### src/rtl/irqc_pkg.sv
package irqc_pkg;

  localparam int unsigned BUS_AW = 8;
  localparam int unsigned BUS_DW = 8;

  // register map
  localparam logic [BUS_AW-1:0] ADDR_POL      = 8'hFB;
  localparam logic [BUS_AW-1:0] ADDR_REQ_BASE = 8'hFC;
  localparam logic [BUS_AW-1:0] ADDR_EN_BASE  = 8'hFE;

  // polarity register bit that routes one counter pin to the shared source
  localparam int unsigned CNT_SEL_BIT = 4;

  // index of lowest set bit, 0 if none
  function automatic logic [7:0] lowest_set(input logic [255:0] v, input int unsigned n);
    logic [7:0] idx;
    idx = '0;
    for (int i = n - 1; i >= 0; i--) begin
      if (v[i]) idx = 8'(i);
    end
    return idx;
  endfunction

endpackage

### src/rtl/irqc_edge_det.sv
module irqc_edge_det #(
  parameter int unsigned W = 2
) (
  input  logic         clk,
  input  logic         rst,
  input  logic [W-1:0] pin_i,
  input  logic [W-1:0] falling_i,
  output logic [W-1:0] edge_o
);

  for (genvar g = 0; g < W; g++) begin : g_pin
    logic s1_q, s2_q, prev_q;
    logic cur_n, prev_n;

    always_ff @(posedge clk) begin
      if (rst) begin
        s1_q   <= 1'b0;
        s2_q   <= 1'b0;
        prev_q <= 1'b0;
      end else begin
        s1_q   <= pin_i[g];
        s2_q   <= s1_q;
        prev_q <= s2_q;
      end
    end

    // both samples pass through the current polarity, so a polarity
    // change alone never looks like an edge
    always_comb begin
      cur_n     = s2_q ^ falling_i[g];
      prev_n    = prev_q ^ falling_i[g];
      edge_o[g] = cur_n & ~prev_n;
    end
  end

endmodule

### src/rtl/irqc_req_bank.sv
module irqc_req_bank
  import irqc_pkg::*;
#(
  parameter int unsigned NSRC = 16
) (
  input  logic              clk,
  input  logic              rst,
  input  logic              we,
  input  logic [BUS_AW-1:0] addr,
  input  logic [BUS_DW-1:0] wdata,
  input  logic [NSRC-1:0]   set_vec,
  input  logic [NSRC-1:0]   ack_vec,
  output logic [NSRC-1:0]   req_q,
  output logic [NSRC-1:0]   en_q,
  output logic [NSRC-1:0]   req_d,
  output logic [NSRC-1:0]   en_d
);

  localparam int unsigned NBYTE = (NSRC + BUS_DW - 1) / BUS_DW;
  localparam int unsigned PADW  = NBYTE * BUS_DW;

  logic [PADW-1:0] sw_clr;
  logic [PADW-1:0] en_wr_val;
  logic [PADW-1:0] en_wr_hit;

  for (genvar b = 0; b < NBYTE; b++) begin : g_byte
    logic hit_req, hit_en;
    always_comb begin
      hit_req = we && (addr == BUS_AW'(ADDR_REQ_BASE + b));
      hit_en  = we && (addr == BUS_AW'(ADDR_EN_BASE + b));
      sw_clr[b*BUS_DW +: BUS_DW]    = hit_req ? ~wdata : '0;
      en_wr_val[b*BUS_DW +: BUS_DW] = wdata;
      en_wr_hit[b*BUS_DW +: BUS_DW] = {BUS_DW{hit_en}};
    end
  end

  always_comb begin
    // a new event beats any clear in the same cycle
    req_d = (req_q & ~sw_clr[NSRC-1:0] & ~ack_vec) | set_vec;
    en_d  = (en_q & ~en_wr_hit[NSRC-1:0]) | (en_wr_val[NSRC-1:0] & en_wr_hit[NSRC-1:0]);
  end

  always_ff @(posedge clk) begin
    if (rst) begin
      req_q <= '0;
      en_q  <= '0;
    end else begin
      req_q <= req_d;
      en_q  <= en_d;
    end
  end

endmodule

### src/rtl/irqc_arbiter.sv
module irqc_arbiter
  import irqc_pkg::*;
#(
  parameter int unsigned NSRC = 16,
  localparam int unsigned IDW = (NSRC > 1) ? $clog2(NSRC) : 1
) (
  input  logic            clk,
  input  logic            rst,
  input  logic [NSRC-1:0] req_d,
  input  logic [NSRC-1:0] en_d,
  input  logic            dis_set,
  input  logic            dis_clr,
  input  logic            ack,
  output logic [NSRC-1:0] ack_vec,
  output logic            irq_q,
  output logic [IDW-1:0]  id_q,
  output logic            dis_q
);

  logic            dis_d;
  logic [NSRC-1:0] live;
  logic [255:0]    live_wide;

  always_comb begin
    ack_vec = '0;
    if (ack) ack_vec[id_q] = 1'b1;
  end

  always_comb begin
    if (dis_set || ack)  dis_d = 1'b1;
    else if (dis_clr)    dis_d = 1'b0;
    else                 dis_d = dis_q;
    live      = req_d & en_d;
    live_wide = '0;
    live_wide[NSRC-1:0] = live;
  end

  always_ff @(posedge clk) begin
    if (rst) begin
      dis_q <= 1'b1;
      irq_q <= 1'b0;
      id_q  <= '0;
    end else begin
      dis_q <= dis_d;
      irq_q <= (|live) & ~dis_d;
      id_q  <= IDW'(lowest_set(live_wide, NSRC));
    end
  end

endmodule

### src/rtl/irq_accept_ctrl.sv
module irq_accept_ctrl
  import irqc_pkg::*;
#(
  parameter int unsigned NSRC    = 16,
  parameter int unsigned NPIN    = 2,
  parameter int unsigned CNT_SRC = 2,
  localparam int unsigned IDW    = (NSRC > 1) ? $clog2(NSRC) : 1
) (
  input  logic              clk,
  input  logic              rst,
  input  logic              bus_we,
  input  logic              bus_re,
  input  logic [7:0]        bus_addr,
  input  logic [7:0]        bus_wdata,
  output logic [7:0]        bus_rdata,
  input  logic [NSRC-1:0]   evt_i,
  input  logic [NPIN-1:0]   xpin_i,
  input  logic [1:0]        cnt_pin_i,
  input  logic              dis_set_i,
  input  logic              dis_clr_i,
  input  logic              irq_ack_i,
  output logic              irq_o,
  output logic [IDW-1:0]    irq_id_o,
  output logic              dis_flag_o
);

  localparam int unsigned NEDGE = NPIN + 2;
  localparam int unsigned NBYTE = (NSRC + BUS_DW - 1) / BUS_DW;
  localparam int unsigned PADW  = NBYTE * BUS_DW;

  // polarity bits: [NPIN-1:0] pins, NPIN and NPIN+1 counters; select bit fixed
  logic [BUS_DW-1:0] pol_q;
  logic [NEDGE-1:0]  edges;
  logic [NSRC-1:0]   pin_set;
  logic [NSRC-1:0]   set_vec;
  logic [NSRC-1:0]   ack_vec;
  logic [NSRC-1:0]   req_q, en_q, req_d, en_d;
  logic              cnt_edge;

  always_ff @(posedge clk) begin
    if (rst)                                pol_q <= '0;
    else if (bus_we && bus_addr == ADDR_POL) pol_q <= bus_wdata;
  end

  irqc_edge_det #(.W(NEDGE)) u_edge (
    .clk      (clk),
    .rst      (rst),
    .pin_i    ({cnt_pin_i, xpin_i}),
    .falling_i(pol_q[NEDGE-1:0]),
    .edge_o   (edges)
  );

  always_comb begin
    cnt_edge = pol_q[CNT_SEL_BIT] ? edges[NPIN+1] : edges[NPIN];
    pin_set  = '0;
    for (int i = 0; i < NPIN; i++) pin_set[i] = edges[i];
    pin_set[CNT_SRC] = pin_set[CNT_SRC] | cnt_edge;
    set_vec = evt_i | pin_set;
  end

  irqc_req_bank #(.NSRC(NSRC)) u_bank (
    .clk    (clk),
    .rst    (rst),
    .we     (bus_we),
    .addr   (bus_addr),
    .wdata  (bus_wdata),
    .set_vec(set_vec),
    .ack_vec(ack_vec),
    .req_q  (req_q),
    .en_q   (en_q),
    .req_d  (req_d),
    .en_d   (en_d)
  );

  irqc_arbiter #(.NSRC(NSRC)) u_arb (
    .clk    (clk),
    .rst    (rst),
    .req_d  (req_d),
    .en_d   (en_d),
    .dis_set(dis_set_i),
    .dis_clr(dis_clr_i),
    .ack    (irq_ack_i),
    .ack_vec(ack_vec),
    .irq_q  (irq_o),
    .id_q   (irq_id_o),
    .dis_q  (dis_flag_o)
  );

  // registered read path
  logic [PADW-1:0] req_pad, en_pad;
  logic [7:0]      rd_mux;

  always_comb begin
    req_pad = '0;
    en_pad  = '0;
    req_pad[NSRC-1:0] = req_q;
    en_pad[NSRC-1:0]  = en_q;
    rd_mux = '0;
    if (bus_addr == ADDR_POL) rd_mux = pol_q;
    for (int b = 0; b < NBYTE; b++) begin
      if (bus_addr == BUS_AW'(ADDR_REQ_BASE + b)) rd_mux = req_pad[b*BUS_DW +: BUS_DW];
      if (bus_addr == BUS_AW'(ADDR_EN_BASE + b))  rd_mux = en_pad[b*BUS_DW +: BUS_DW];
    end
  end

  always_ff @(posedge clk) begin
    if (rst)         bus_rdata <= '0;
    else if (bus_re) bus_rdata <= rd_mux;
    else             bus_rdata <= '0;
  end

endmodule

### config.mk
export PLATFORM = sky130hd
export DESIGN_NAME = irq_accept_ctrl
export DESIGN_NICKNAME = d
export VERILOG_FILES = /design/src/rtl/irqc_pkg.sv /design/src/rtl/irqc_edge_det.sv /design/src/rtl/irqc_req_bank.sv /design/src/rtl/irqc_arbiter.sv /design/src/rtl/irq_accept_ctrl.sv
export SDC_FILE = /design/constraint.sdc
export NUM_CORES = 1
export LEC_CHECK = 0
export ABC_AREA = 1
export BUFFER_PORTS_ARGS = -buffer_cell sky130_fd_sc_hd__buf_2
export CORE_MARGIN = 8
export CORE_UTILIZATION = 31
export CTS_BUF_LIST = sky130_fd_sc_hd__clkbuf_4
export CTS_CLUSTER_DIAMETER = 40
export CTS_CLUSTER_SIZE = 10
export DETAILED_ROUTE_END_ITERATION = 16
export GPL_TIMING_DRIVEN = 0
export PLACE_DENSITY = 0.54
export SYNTH_ARGS = -nofsm -noshare
export SYNTH_HDL_FRONTEND = slang
export SYNTH_SLANG_ARGS = --single-unit
### constraint.sdc
create_clock -name clk -period 2.2 [get_ports clk]
set_input_delay 0.44 -clock clk [delete_from_list [all_inputs] [get_ports clk]]
set_output_delay 0.44 -clock clk [all_outputs]
set_load 0.03 [all_outputs]
# Word level (Yosys, flattened, before mapping)
# Index checks and enable logic that the tools add are counted.
[classes] n_lt_le_gt_ge=2 reduce_logical=13 muxes=28 n_eq_ne=5 bitwise_logic=31
[op_table] op="16-bit AND" count=5
[op_table] op="8-bit two-way mux" count=7
[op_table] op="16-bit NOT" count=3
[op_table] op="8-bit == test (second input constant)" count=5
[op_table] op="4-bit two-way mux" count=8
[op_table] op="16-bit OR" count=2
[op_table] op="16-bit two-way mux" count=1
[op_table] op="16-bit by 3-bit OR with 16-bit output" count=1
[op_table] op="16-bit OR reduction" count=1
[op_table] op="3-bit two-way mux" count=4
[op_table] op="9-bit OR reduction" count=1
[op_table] op="8-bit NOT" count=1
[op_table] op="1-bit XOR" count=8
[op_table] op="1-bit logical AND" count=6
[op_table] op="1-bit NOT" count=6
[op_table] op="1-bit AND" count=5
[op_table] op="4-bit by 5-bit < comparator with 1-bit output (second input constant)" count=1
[op_table] op="1-bit two-way mux" count=5
[op_table] op="5-bit OR reduction" count=1
[op_table] op="1-bit demux with 4-bit select" count=1
[op_table] op="4-bit by 1-bit >= comparator with 1-bit output (second input constant)" count=1
[op_table] op="2-bit two-way mux" count=2
[op_table] op="2-bit OR reduction" count=2
[op_table] op="3-bit OR reduction" count=1
[op_table] op="1-bit logical OR" count=1
[totals] input_bits=43 out_inout_bits=14 ff_bits=66 elab_cells=101

# Logic depth before layout (Yosys ltp)
# Gate-level depths: netlist of run 1.
[depth] word_depth=24 depth_mapped=22 mapped_depth_nobuf=22

# Modules after synthesis
# A second synthesis of run 1 with hierarchy kept.
[hier_totals] hier_cells=576 area_unflattened_um2=3672.3
[modules_own_cells] mod="irqc_req_bank" cells_each=244 area_per_inst_um2=1639.1 instances=1 seq_area_each_um2=640.6
[modules_own_cells] mod="irq_accept_ctrl" cells_each=168 area_per_inst_um2=1047.3 instances=1 seq_area_each_um2=320.3
[modules_own_cells] mod="irqc_arbiter" cells_each=95 area_per_inst_um2=524.3 instances=1 seq_area_each_um2=120.1
[modules_own_cells] mod="irqc_edge_det" cells_each=69 area_per_inst_um2=461.7 instances=1 seq_area_each_um2=240.2

# Worst setup path after synthesis of run 1
# OpenSTA, ideal clock, no wires.
[synth_path] path_type="input-to-reg" startpoint="input bus_addr[6]" endpoint="register u_arb.irq_q" setup_time_ns=0.121 n_path_buf=2 stages=17 setup_slack_ns=0.171 t_arrival_ns=1.908 required_time_ns=2.079 cell_sequence="nand2_1 -> nor2_4 -> and2_1 -> buf_6 -> inv_2 -> nor2_4 -> inv_2 -> buf_6 -> nand2_1 -> o21ai_1 -> inv_1 -> or2_1 -> nand2_1 -> nor2_1 -> nand2_2 -> nor2_1 -> nor2_2"
[synth_between] elab_chain_len=10 elab_cells_between_ends=21 cone_classes="eq/ne (4); mux (2); bitwise (10); reduce/logical (5)"
[synth_rtl] element="start, declared" line_no="irq_accept_ctrl.sv:13" source="input logic [7:0] bus_addr,"
[synth_rtl] element="8-bit == test" line_no="irqc_req_bank.sv:29" source="hit_req = we && (addr == BUS_AW'(ADDR_REQ_BASE + b));"
[synth_rtl] element="1-bit logical AND" line_no="irqc_req_bank.sv:29"
[synth_rtl] element="8-bit two-way mux" line_no="irqc_req_bank.sv:31" source="sw_clr[b*BUS_DW +: BUS_DW] = hit_req ? ~wdata : '0;"
[synth_rtl] element="16-bit NOT" line_no="irqc_req_bank.sv:39" source="req_d = (req_q & ~sw_clr[NSRC-1:0] & ~ack_vec) | set_vec;"
[synth_rtl] element="16-bit AND (2 in a row)" line_no="irqc_req_bank.sv:39"
[synth_rtl] element="16-bit OR" line_no="irqc_req_bank.sv:39"
[synth_rtl] element="16-bit AND (*)" line_no="irqc_arbiter.sv:33" source="live = req_d & en_d;"
[synth_rtl] element="16-bit OR reduction (*)" line_no="irqc_arbiter.sv:45" source="irq_q <= (|live) & ~dis_d;"
[synth_rtl] element="1-bit AND (*)" line_no="irqc_arbiter.sv:45"
[synth_rtl] element="end signal, assigned" line_no="irqc_arbiter.sv:45"
[synth_rtl] element="end, declared" line_no="irqc_arbiter.sv:15" source="output logic irq_q,"
# Mark *: on every way between the ends. The rest lies on a longest branch, timed or not.
# A chain may end at the register's enable or synchronous reset.

# Worst setup path in the final report of run 1
[layout_path] startpoint="input bus_we" endpoint="register u_arb.irq_q"
[layout_between] elab_chain_len=9 elab_cells_between_ends=17 cone_classes="mux (2); bitwise (10); reduce/logical (5)"
[layout_rtl] element="start, declared" line_no="irq_accept_ctrl.sv:11" source="input logic bus_we,"
[layout_rtl] element="1-bit logical AND" line_no="irqc_req_bank.sv:29"
[layout_rtl] element="8-bit two-way mux" line_no="irqc_req_bank.sv:31"
[layout_rtl] element="16-bit NOT" line_no="irqc_req_bank.sv:39"
[layout_rtl] element="16-bit AND (2 in a row)" line_no="irqc_req_bank.sv:39"
[layout_rtl] element="16-bit OR" line_no="irqc_req_bank.sv:39"
[layout_rtl] element="16-bit AND (*)" line_no="irqc_arbiter.sv:33"
[layout_rtl] element="16-bit OR reduction (*)" line_no="irqc_arbiter.sv:45"
[layout_rtl] element="1-bit AND (*)" line_no="irqc_arbiter.sv:45"
# Marks and branches as above.

==> results of run 1 <==
[power by group]
part | internal (W) | switching, W | total, W
logic | 0.0000639 | 0.000112 | 0.000175
clock network | 0.000341 | 0.000469 | 0.000810
registers | 0.00123 | 0.0000149 | 0.00124
total | 0.00163 | 0.000596 | 0.00223
[final timing paths]
check,slack [ps],to,cells after the start,startpoint
hold reg to reg,410,u_edge.g_pin[3].s2_q,2,u_edge.g_pin[3].s1_q
hold / removal,200,u_edge.g_pin[1].s1_q,3,xpin_i[1]
setup reg to reg,260,u_arb.id_q[0],19,u_arb.id_q[0]
setup / recovery,210,u_arb.irq_q,12,bus_we
[worst max-delay path: stages]
cell and delay, ps:
buf_2 80, buf_2 220, inv_1 170, nor2_2 390
nand2_1 90, a31oi_1 190, or2_1 190, nand2_1 80
nor2_1 170, nand2_2 70, nor2_1 180, nor2_2 40
[registers in the layout (all words and copies together) (netlist names)]
name and count:
u_bank.en_q 16, u_bank.req_q 16, bus_rdata 8, pol_q 8, u_arb.id_q 4, u_edge.g_pin.prev_q 4, u_edge.g_pin.s1_q 4, u_edge.g_pin.s2_q 4
u_arb.dis_q 1, u_arb.irq_q 1
[layer usage]
metal  part of all wire (%)  GRT usage, %  vias to the layer above
li1                       -             -                     1564
met1                     47          17.8                     1380
met2                     44          22.2                       87
met3                    7.1          3.75                       13
met4                    1.9          6.04                        0
met5                      0             0                        -
[cells by family (layout without fill, tap and decap cells)]
group                  after synthesis  count (layout)  synth area share (%)
AND/OR/NAND/NOR                    230             230                  32.1
buffers and inverters               79             150                  10.4
flip-flops                          66              66                  43.0
AO/OA/AOI/OAI                       77              77                  14.5
[through the flow]
stage	worst slack [ps]	area [µm²]
floorplan	171	3070
global placement	-432	3510
detailed placement	-446	3510
CTS	0.150	3650
global route	3.63	3660
finish	213	3660
[cell type report]
class	count	area (µm²)	share of cell area, %
buffer	12	68.8	1.88
tap	133	166	4.54
timing repair buffer	55	275	7.51
clock inverter	7	70.1	1.91
sequential	66	1320	36.1
clock buffer	9	67.6	1.84
inverter	67	251	6.86
multi-input combinational	307	1440	39.4
[Yosys cell counts, types with 2 or more instances]
cell      number
nor2_2         4
buf_6          3
or2_1          7
nand2_1      127
a31o_2         2
a21oi_1       27
o21ai_2        2
dfxtp_1       66
inv_2          3
nor3_1         4
o21ai_1        5
inv_1         63
nand4_1        8
a22o_1         3
o21ai_0       20
nand2_2        3
clkbuf_1       8
nor2_1        54
nor2_4         3
nand3_1       14
a31oi_1       12
==> results.md, run 1 <==
* Outcome: finished, final reports clean
* Avg Cell Area, Syn at between 6 and 7 µm²
* Final nets at roughly 560
* Post-route ant nets at 0
* GP Congestion at about 0.90
* Yosys top cell area share at a little over two fifths
* Vias per Instance at around 4.6
* Most frequent cells in the layout: nand2_1, dfxtp_1, inv_1
* Vias at slightly above 3,000
* Hold buffers post-CTS at 0
* Cts bufs inserted at 9
* Critical path type: in -> reg
* Worst Skew at slightly below 20 ps
* FP Rows at 36
* DPL Wire Length at 7.17 mm
* First-pass GRT wire length at ~14 mm
* Largest fanout on the critical path at 10
* Most common flop cell mapped by yosys: dfxtp_1
* PwrDens at between 600 and 700 mW/mm²
* Final period demand of the worst path at a little under 2000 ps
* 1st-iter DRT viols at 116
* Gr usage total at ~14%
* Drt drc at 0
* Worst setup EP type: flop
* RSZ-0062 raised after global routing: false
* Commonest non-fill, non-tap cell in the layout: nand2_1
* Max Freq at roughly 0.5 GHz
* Antenna diodes at 0
* Final period utilization at around 90%
* Total Routed Length at between 9 and 10 mm
* Post-synthesis cell type count at 35
* Rel. slew slack at about 57%
* WP data required at about 2500 ps
* Cell area after synthesis at between 0.003 and 0.004 mm²
* Cell taking the most area after synthesis: dfxtp_1
* Initial antenna violation count at 0
* CTS root buffer: clkbuf_4
* Leakage power at around 1.7 nW
* Synth-to-Final Area Change at 19.3%
* Initial Util at a little under a third
* Final TNS setup at 0 ps
* Input/output buffers at between 50 and 60
* Synth area leaders: dfxtp_1, nand2_1, inv_1, nor2_1, a21oi_1
* Dpl cells at 640
* # fillers at around 1,100
* Final Total Pwr at 0.00223 W
* Die footprint at roughly 0.013 mm²
* First-pass DRT Iterations at 5
* Net count after synthesis at between 400 and 500
* Chip width at approximately 120 µm
* TritonCTS clock tree: yes
* Util after Layout at 37.8%
* Core box area at 0.00968 mm²
* Number of global-route vias before repair at between 2,000 and 3,000
* Final setup viols at 0
* Largest net degree at the start of global routing at 13
* Drt wl/cell at between 10 and 15 µm
* I/O pin count at between 50 and 60
* Max_cap viols at 0
* Final Max Tran Viols at 0
* Post-synth ARST share at 0%
* Clock Latency Late Sink at about 430 ps
* Post-CTS sizing at 0
* Peak VDD IR at around 310 µV
* Clock Tree Buf Depth at 2
* Critical Path Start Type: input pin
* Cells after synthesis at ~450
* Remaining Overflow, GRT at 0
* Worst hold path class: in -> reg
* Worst EP arrival at approximately 2300 ps
* Post-CTS Setup Inserts at 0
* Slew @ Worst Pin at around 650 ps
* H-tree depth at 3
* Seq cells post-synth at 66
* Clock slew at reported path FFs at 120 ps
* EDFF count, synth at 0
* Layout Cells excl Fill at 656
* Hold Slack at 201 ps
* CTS Sinks at 66
* Seq/Total Area, Yosys at 43.0%
* Share of cells above drive strength 1 at 18.5%
* Syn. warnings at 0
* Final hold viol count at 0
* Chip height at 116 µm
No activity file was read; power rests on OpenSTA's default activity.
==> inputs of run 2 (changes only) <==
--- a/config.mk
+++ b/config.mk
@@ -9,5 +9,5 @@
 export BUFFER_PORTS_ARGS = -buffer_cell sky130_fd_sc_hd__buf_2
 export CORE_MARGIN = 8
-export CORE_UTILIZATION = 31
+export CORE_UTILIZATION = 50
 export CTS_BUF_LIST = sky130_fd_sc_hd__clkbuf_4
 export CTS_CLUSTER_DIAMETER = 40
@@ -15,5 +15,5 @@
 export DETAILED_ROUTE_END_ITERATION = 16
 export GPL_TIMING_DRIVEN = 0
-export PLACE_DENSITY = 0.54
+export PLACE_DENSITY = 0.77
 export SYNTH_ARGS = -nofsm -noshare
 export SYNTH_HDL_FRONTEND = slang
==> constraint.sdc (replaced) <==
create_clock -name clk -period 2.2 [get_ports clk]
set_input_delay 0.11 -clock clk [delete_from_list [all_inputs] [get_ports clk]]
set_output_delay 0.11 -clock clk [all_outputs]
set_load 0.03 [all_outputs]
==> run 2 against run 1 <==
Setup slack better by 50 ps. Count of clock-buffer cells in the layout increased by 3. Critical endpoint is now u_arb.id_q[0]. Utilization grew 27 points. Largest power group unchanged. Non-clock buffer count up 27. Power decreased by 3.9%. Die area decreased by 33%.
==> results.md, run 2 (same netlist as run 1, synthesis figures left out) <==
* Outcome: finished, final reports clean
* CTS root buffer: clkbuf_4
* Critical path type: reg -> reg
* FP Rows at 28 (-22%)
* Chip height at 94.4 µm (-18%)
* Clock Latency Late Sink at 420 ps (about the same)
* Largest regs: u_bank.en_q: 16 flops, u_bank.req_q: 16 flops
* WP data required at 2560 ps (+20 ps)
* Final period utilization at 88.1% (-2.3 points)
* Worst EP arrival at 2300 ps (-20 ps)
* Max Freq at 0.516 GHz (+2.6%)
* CTS Sinks at 66 (unchanged)
* Final hold viol count at 0 (unchanged)
* Clock slew at reported path FFs at 100 ps (-20 ps)
* Max_cap viols at 0 (unchanged)
* Final period demand of the worst path at 1940 ps (-49.8 ps)
* Remaining Overflow, GRT at 0 (unchanged)
* Post-DP Area at 0.00344 mm² (-2.1%)
* Largest net degree at the start of global routing at 11 (-2)
* Final Max Tran Viols at 0 (unchanged)
* Synth-to-Final Area Change at 24.6%
* TritonCTS clock tree: yes
* Final Total Pwr at 0.00214 W (-3.9%)
* Drt drc at 0 (unchanged)
* Final setup viols at 0 (unchanged)
* Register-to-Register Setup Slack at 260 ps (about the same)
* Peak VDD IR at 441 µV (+41%)
* Worst hold path class: in -> reg
* First-pass DRT Iterations at 5 (unchanged)
* 1st-iter DRT viols at 238 (+110%)
* Vias per Instance at 5.15 (+11%)
* # fillers at 564 (-48%)
* H-tree depth at 3 (unchanged)
* RSZ-0062 raised after global routing: false
* Critical Path Start Type: flop
* Rel. slew slack at 46.1% (-11 points)
* Worst Skew at 12.3 ps (-7.35 ps)
* Share of cells above drive strength 1 at 17.6% (-0.91 points)
* Gr usage total at 21.2% (+7.0 points)
* GP Congestion at 0.918 (+1.6%)
* Most frequent cells in the layout: nand2_1, dfxtp_1, inv_1
* Largest fanout on the critical path at 5 (-5)
* Post-route ant nets at 0 (unchanged)
* Final nets at 588 (+4.8%)
* Pre-CTS setup slack at -17.8 ps (+428 ps)
* I/O pin count at 57 (unchanged)
* Util after Layout at 64.6% (+27 points)
* Hold Slack at 10.3 ps (-191 ps)
* Clock Tree Buf Depth at 2 (unchanged)
* PwrDens at 559 mW/mm² (-8.0%)
* Vias at 3,220 (+5.8%)
* Initial Util at 51.9% (+20 points)
* Setup ws final at 262 ps (+49.8 ps)
* Commonest non-fill, non-tap cell in the layout: nand2_1
* Cts bufs inserted at 9 (unchanged)
* Leakage power at 1.77 nW (+5.9%)
* Worst setup EP type: flop
* Die footprint at 0.00891 mm² (-33%)
* Input/output buffers at 55 (unchanged)
* Slew @ Worst Pin at 807 ps (+158 ps)
* Core box area at 0.00592 mm² (-39%)
* Drt wl/cell at 14.1 µm (+1.4%)
* Total Routed Length at 8.80 mm (-3.4%)
* First-pass GRT wire length at 14.7 mm (+3.1%)
* Final Cell Area at 0.00383 mm² (+4.4%)
* Antenna diodes at 0 (unchanged)
* Initial antenna violation count at 0 (unchanged)
* DPL Wire Length at 6.65 mm (-7.3%)
* Number of global-route vias before repair at 3,223 (+11%)
* Chip width at 94.4 µm (-18%)
## run 2: changes by cell type in the layout (fill, tap and decap cells not counted), moves of 2 or more
| cell | delta |
|---|---|
| clkbuf_4 | +3 |
| clkinvlp_4 | -3 |
| clkinv_2 | +2 |
| dlygate4sd3_1 | +27 |
## run 2: per-layer routing
layer  vias to the layer above  part of all wire [%]  track usage [%]
li1                       1612                     -                -
met1                      1459                    43             24.5
met2                       133                    46             35.5
met3                        16                   8.2             6.67
met4                         0                   2.2             8.32
met5                         -                     0                0
## run 2: worst max-delay path, cell delays in order, from the launching register on
cell and delay (ps):
dfxtp_2 400, inv_1 60, nor2_1 120, nand2_1 120, nor2_2 110, nor2_1 50
nand2_1 70, nand2_1 50, nand2_1 90, nand2_1 60, nand2_1 60, nand2_1 50
nand2_1 50, nand2_1 40, nand2_1 50, nand2_1 60, nand2_1 60, nand2_1 50
nand2_1 60, nand2_1 50, nand2_1 50, nand2_1 60, a21oi_2 110
## run 2: power by group
part           total (W)  internal, W  switching [W]
clock           0.000688     0.000262       0.000426
sequential       0.00124      0.00123      0.0000159
combinational   0.000209    0.0000943       0.000115
total            0.00214      0.00158       0.000557
## run 2: path summary, 6_finish.rpt
| kind | startpoint | end | depth (start not counted) |
|---|---|---|---|
| max | u_arb.id_q[1] | u_arb.id_q[0] | 22 |
| max reg2reg | u_arb.id_q[1] | u_arb.id_q[0] | 22 |
| min reg2reg | u_edge.g_pin[3].s1_q | u_edge.g_pin[3].s2_q | 2 |
| min | evt_i[10] | u_bank.req_q[10] | 4 |
## run 2: stage by stage
| step | instances | setup TNS [ps] |
|---|---|---|
| after global routing | 625 | 0 |
| after global placement | 582 | 0 |
| after CTS | 625 | 0 |
| after floorplan | 452 | 0 |
| final | 625 | 0 |
| after detailed placement | 582 | -17.8 |
## run 2: timing repair
item	in CTS	in global routing
hold endpoints to repair	27	0
endpoints found under the setup margin	0	1
hold buffers	27	0
buffers inserted	0	0
resized for setup	0	3
## run 2: final cells by class
class	instances	area (µm²)	share of cell area, %
Buffer	12	68.8	1.80
Clock buffer	12	90.1	2.35
Clock inverter	4	18.8	0.491
Inverter	67	251	6.57
Multi-Input combinational cell	307	1440	37.5
Sequential cell	66	1320	34.6
Tap cell	75	93.8	2.45
Timing Repair Buffer	82	546	14.3
==> inputs of run 3 (changes only) <==
ABC_AREA = default   (was 1)
==> run 3 against run 2 <==
Sequential cell count stayed put. Area after synthesis is 2.0% higher. Wire length is 15% higher. Setup slack worse by 260 ps. Critical path depth is 15 lower. Design area is 3.6% higher. Non-clock buffer count is 7 higher. Worst hold slack better by 16 ps. Sequential power hardly changed. First-iteration DRC count is 53% higher. Register-to-register slack worse by 260 ps. Critical path type unchanged. Largest power group unchanged.
==> results.md, run 3 <==
* Chip height at 95.2 µm (+0.83%)
* GP Congestion at 1.00 (+9.2%)
* Worst path slowest cell: dfxtp_1
* Cells after synthesis at 366 (-19%)
* Largest net degree at the start of global routing at 11 (unchanged)
* Crit-path cells: nand2b_1 > o21a_1 > o22ai_1 > a21oi_1 > o21ai_0 > a211oi_1 > o31a_1
* Critical Path Start Type: flop
* Leakage power at 1.57 nW (-11%)
* Worst Skew at 14.6 ps (+2.31 ps)
* Family with the most delay on the worst path: compound AO/OA/AOI/OAI gates
* TritonCTS clock tree: yes
* Peak VDD IR at 387 µV (-12%)
* Max_cap viols at 0 (unchanged)
* Largest fanout on the critical path at 5 (unchanged)
* Pre-CTS setup slack at -190 ps (-172 ps)
* EDFF count, synth at 0 (unchanged)
* Remaining Overflow, GRT at 0 (unchanged)
* Final nets at 504 (-14%)
* Post-route ant nets at 0 (unchanged)
* Post-synthesis cell type count at 57 (+63%)
* Crit path largest cell delay at 440 ps (+40 ps)
* Cts bufs inserted at 9 (unchanged)
* Critical path type: reg -> reg
* Final hold viol count at 0 (unchanged)
* Slew @ Worst Pin at 954 ps (+147 ps)
* Input/output buffers at 54 (-1.8%)
* Core box area at 0.00620 mm² (+4.8%)
* Hold Slack at 26.7 ps (+16.4 ps)
* CTS Sinks at 66 (unchanged)
* Initial antenna violation count at 0 (unchanged)
* Commonest non-fill, non-tap cell in the layout: dfxtp_1
* Setup ws final at 0.0351 ps (-262 ps)
* Largest regs: u_bank.en_q: 16 flops, u_bank.req_q: 16 flops
* Net count after synthesis at 409 (-17%)
* Final Total Pwr at 0.00229 W (+6.8%)
* Cell area after synthesis at 0.00313 mm² (+2.0%)
* Vias at 3,298 (+2.4%)
* Seq/Total Area, Yosys at 42.2% (-0.84 points)
* CTS root buffer: clkbuf_4
* RSZ-0062 raised after global routing: true
* Final period utilization at 100% (+12 points)
* 1st-iter DRT viols at 363 (+53%)
* Syn. warnings at 0 (unchanged)
* Post-DP Area at 0.00350 mm² (+1.7%)
* Outcome: finished, final reports clean
* Yosys top cell area share at 42.2% (-0.84 points)
* Rel. slew slack at 35.9% (-10 points)
* Drt drc at 0 (unchanged)
* DPL Wire Length at 7.41 mm (+12%)
* Chip width at 95.2 µm (+0.83%)
* Die footprint at 0.00906 mm² (+1.7%)
* Total Routed Length at 10.2 mm (+15%)
* Most frequent cell after synthesis: dfxtp_1
* WP buf/inv at 0 (-1)
* Antenna diodes at 0 (unchanged)
* Post-synth ARST share at 0% (unchanged)
* WP data required at 2550 ps (about the same)
* Worst setup EP type: flop
* Final period demand of the worst path at 2200 ps (+262 ps)
* Clock Tree Buf Depth at 2 (unchanged)
* Avg Cell Area, Syn at 8.56 µm² (+26%)
* Final Cell Area at 0.00396 mm² (+3.6%)
* Final Max Tran Viols at 0 (unchanged)
* FP Rows at 29 (+3.6%)
* Worst EP arrival at 2550 ps (+250 ps)
* Number of global-route vias before repair at 3,112 (-3.4%)
* Synth-to-Final Area Change at 26.5%
* Clock slew at reported path FFs at 100 ps (about the same)
* H-tree depth at 3 (unchanged)
* Drt wl/cell at 18.7 µm (+33%)
* Most frequent cells in the layout: dfxtp_1, buf_2, nand2_1
* I/O pin count at 57 (unchanged)
* Worst hold path class: in -> reg
* Max Freq at 0.455 GHz (-12%)
* Share of cells above drive strength 1 at 22.1% (+4.5 points)
* Synth area leaders: dfxtp_1, a21oi_1, nand2_1, a22oi_1, nor2b_1
* Cell taking the most area after synthesis: dfxtp_1
* Most common flop cell mapped by yosys: dfxtp_1
* First-pass GRT wire length at 15.5 mm (+5.9%)
* Most instantiated cells after synthesis: dfxtp_1, nand2_1, a21oi_1
* Clock Latency Late Sink at 410 ps (about the same)
* First-pass DRT Iterations at 7 (+2)
* Final setup viols at 0 (unchanged)
* PwrDens at 577 mW/mm² (+3.2%)
* Vias per Instance at 6.07 (+18%)
* Seq cells post-synth at 66 (unchanged)
* Gr usage total at 22.4% (+1.2 points)
* Initial Util at 50.5% (-1.4 points)
[run 3: worst paths after layout]
kind,start,to,slack (ps),cells after the start
worst min-delay path,bus_wdata[6],u_bank.en_q[6],30,3
worst max-delay path,u_arb.id_q[1],u_arb.id_q[0],0.04,7
worst max register to register,u_arb.id_q[1],u_arb.id_q[0],0.04,7
worst min register to register,u_edge.g_pin[0].s1_q,u_edge.g_pin[0].s2_q,450,1
[run 3: tightest hold or removal path, cell delays in order]
cell     delay, ps
buf_2          150
nand2_1         70
a21oi_1         60
[run 3: routing by layer]
metal | GRT usage [%] | vias up | share of wire, %
li1 | - | 1540 | -
met1 | 28.5 | 1536 | 41
met2 | 36.8 | 195 | 46
met3 | 4.09 | 27 | 9.9
met4 | 7.93 | 0 | 2.5
met5 | 0 | - | 0
[run 3: what timing repair did]
action	4_1_cts	5_1_grt
endpoints found under the hold margin	30	0
hold buffers	27	0
buffers inserted	0	3
pin swaps	1	2
setup endpoints to repair	3	5
gates resized for setup	3	7
[run 3: cell families (layout without fill, tap and decap cells)]
logic type	after synthesis	after routing	synth area share, %
simple gates	137	137	24.2
mux	8	8	2.60
flops	66	66	42.2
compound gates	123	123	26.7
buf+inv	32	132	4.27
[run 3: per-stage QoR]
stage,util (%),setup TNS [ps],instances
floorplan,-,0,366
global placement,56.4,-830,497
detailed placement,56.4,-811,497
CTS,63.1,0,540
global route,63.9,-43.7,543
finish,63.9,0,543
[run 3: final cells by class]
class	count	area, µm²
fillers	532	2240
multi-input cells	268	1710
plain buffers	17	77.6
clock inverters	4	42.5
clock buffers	12	90.1
inverters	15	56.3
repair buffers	84	563
flip-flops and latches	66	1320
well taps	77	96.3
[run 3: where the power goes]
part	internal, W	switching [W]	total (W)
clock	0.000377	0.000423	0.000800
sequential	0.00123	0.0000160	0.00124
combinational	0.000111	0.000133	0.000244
total	0.00171	0.000572	0.00229
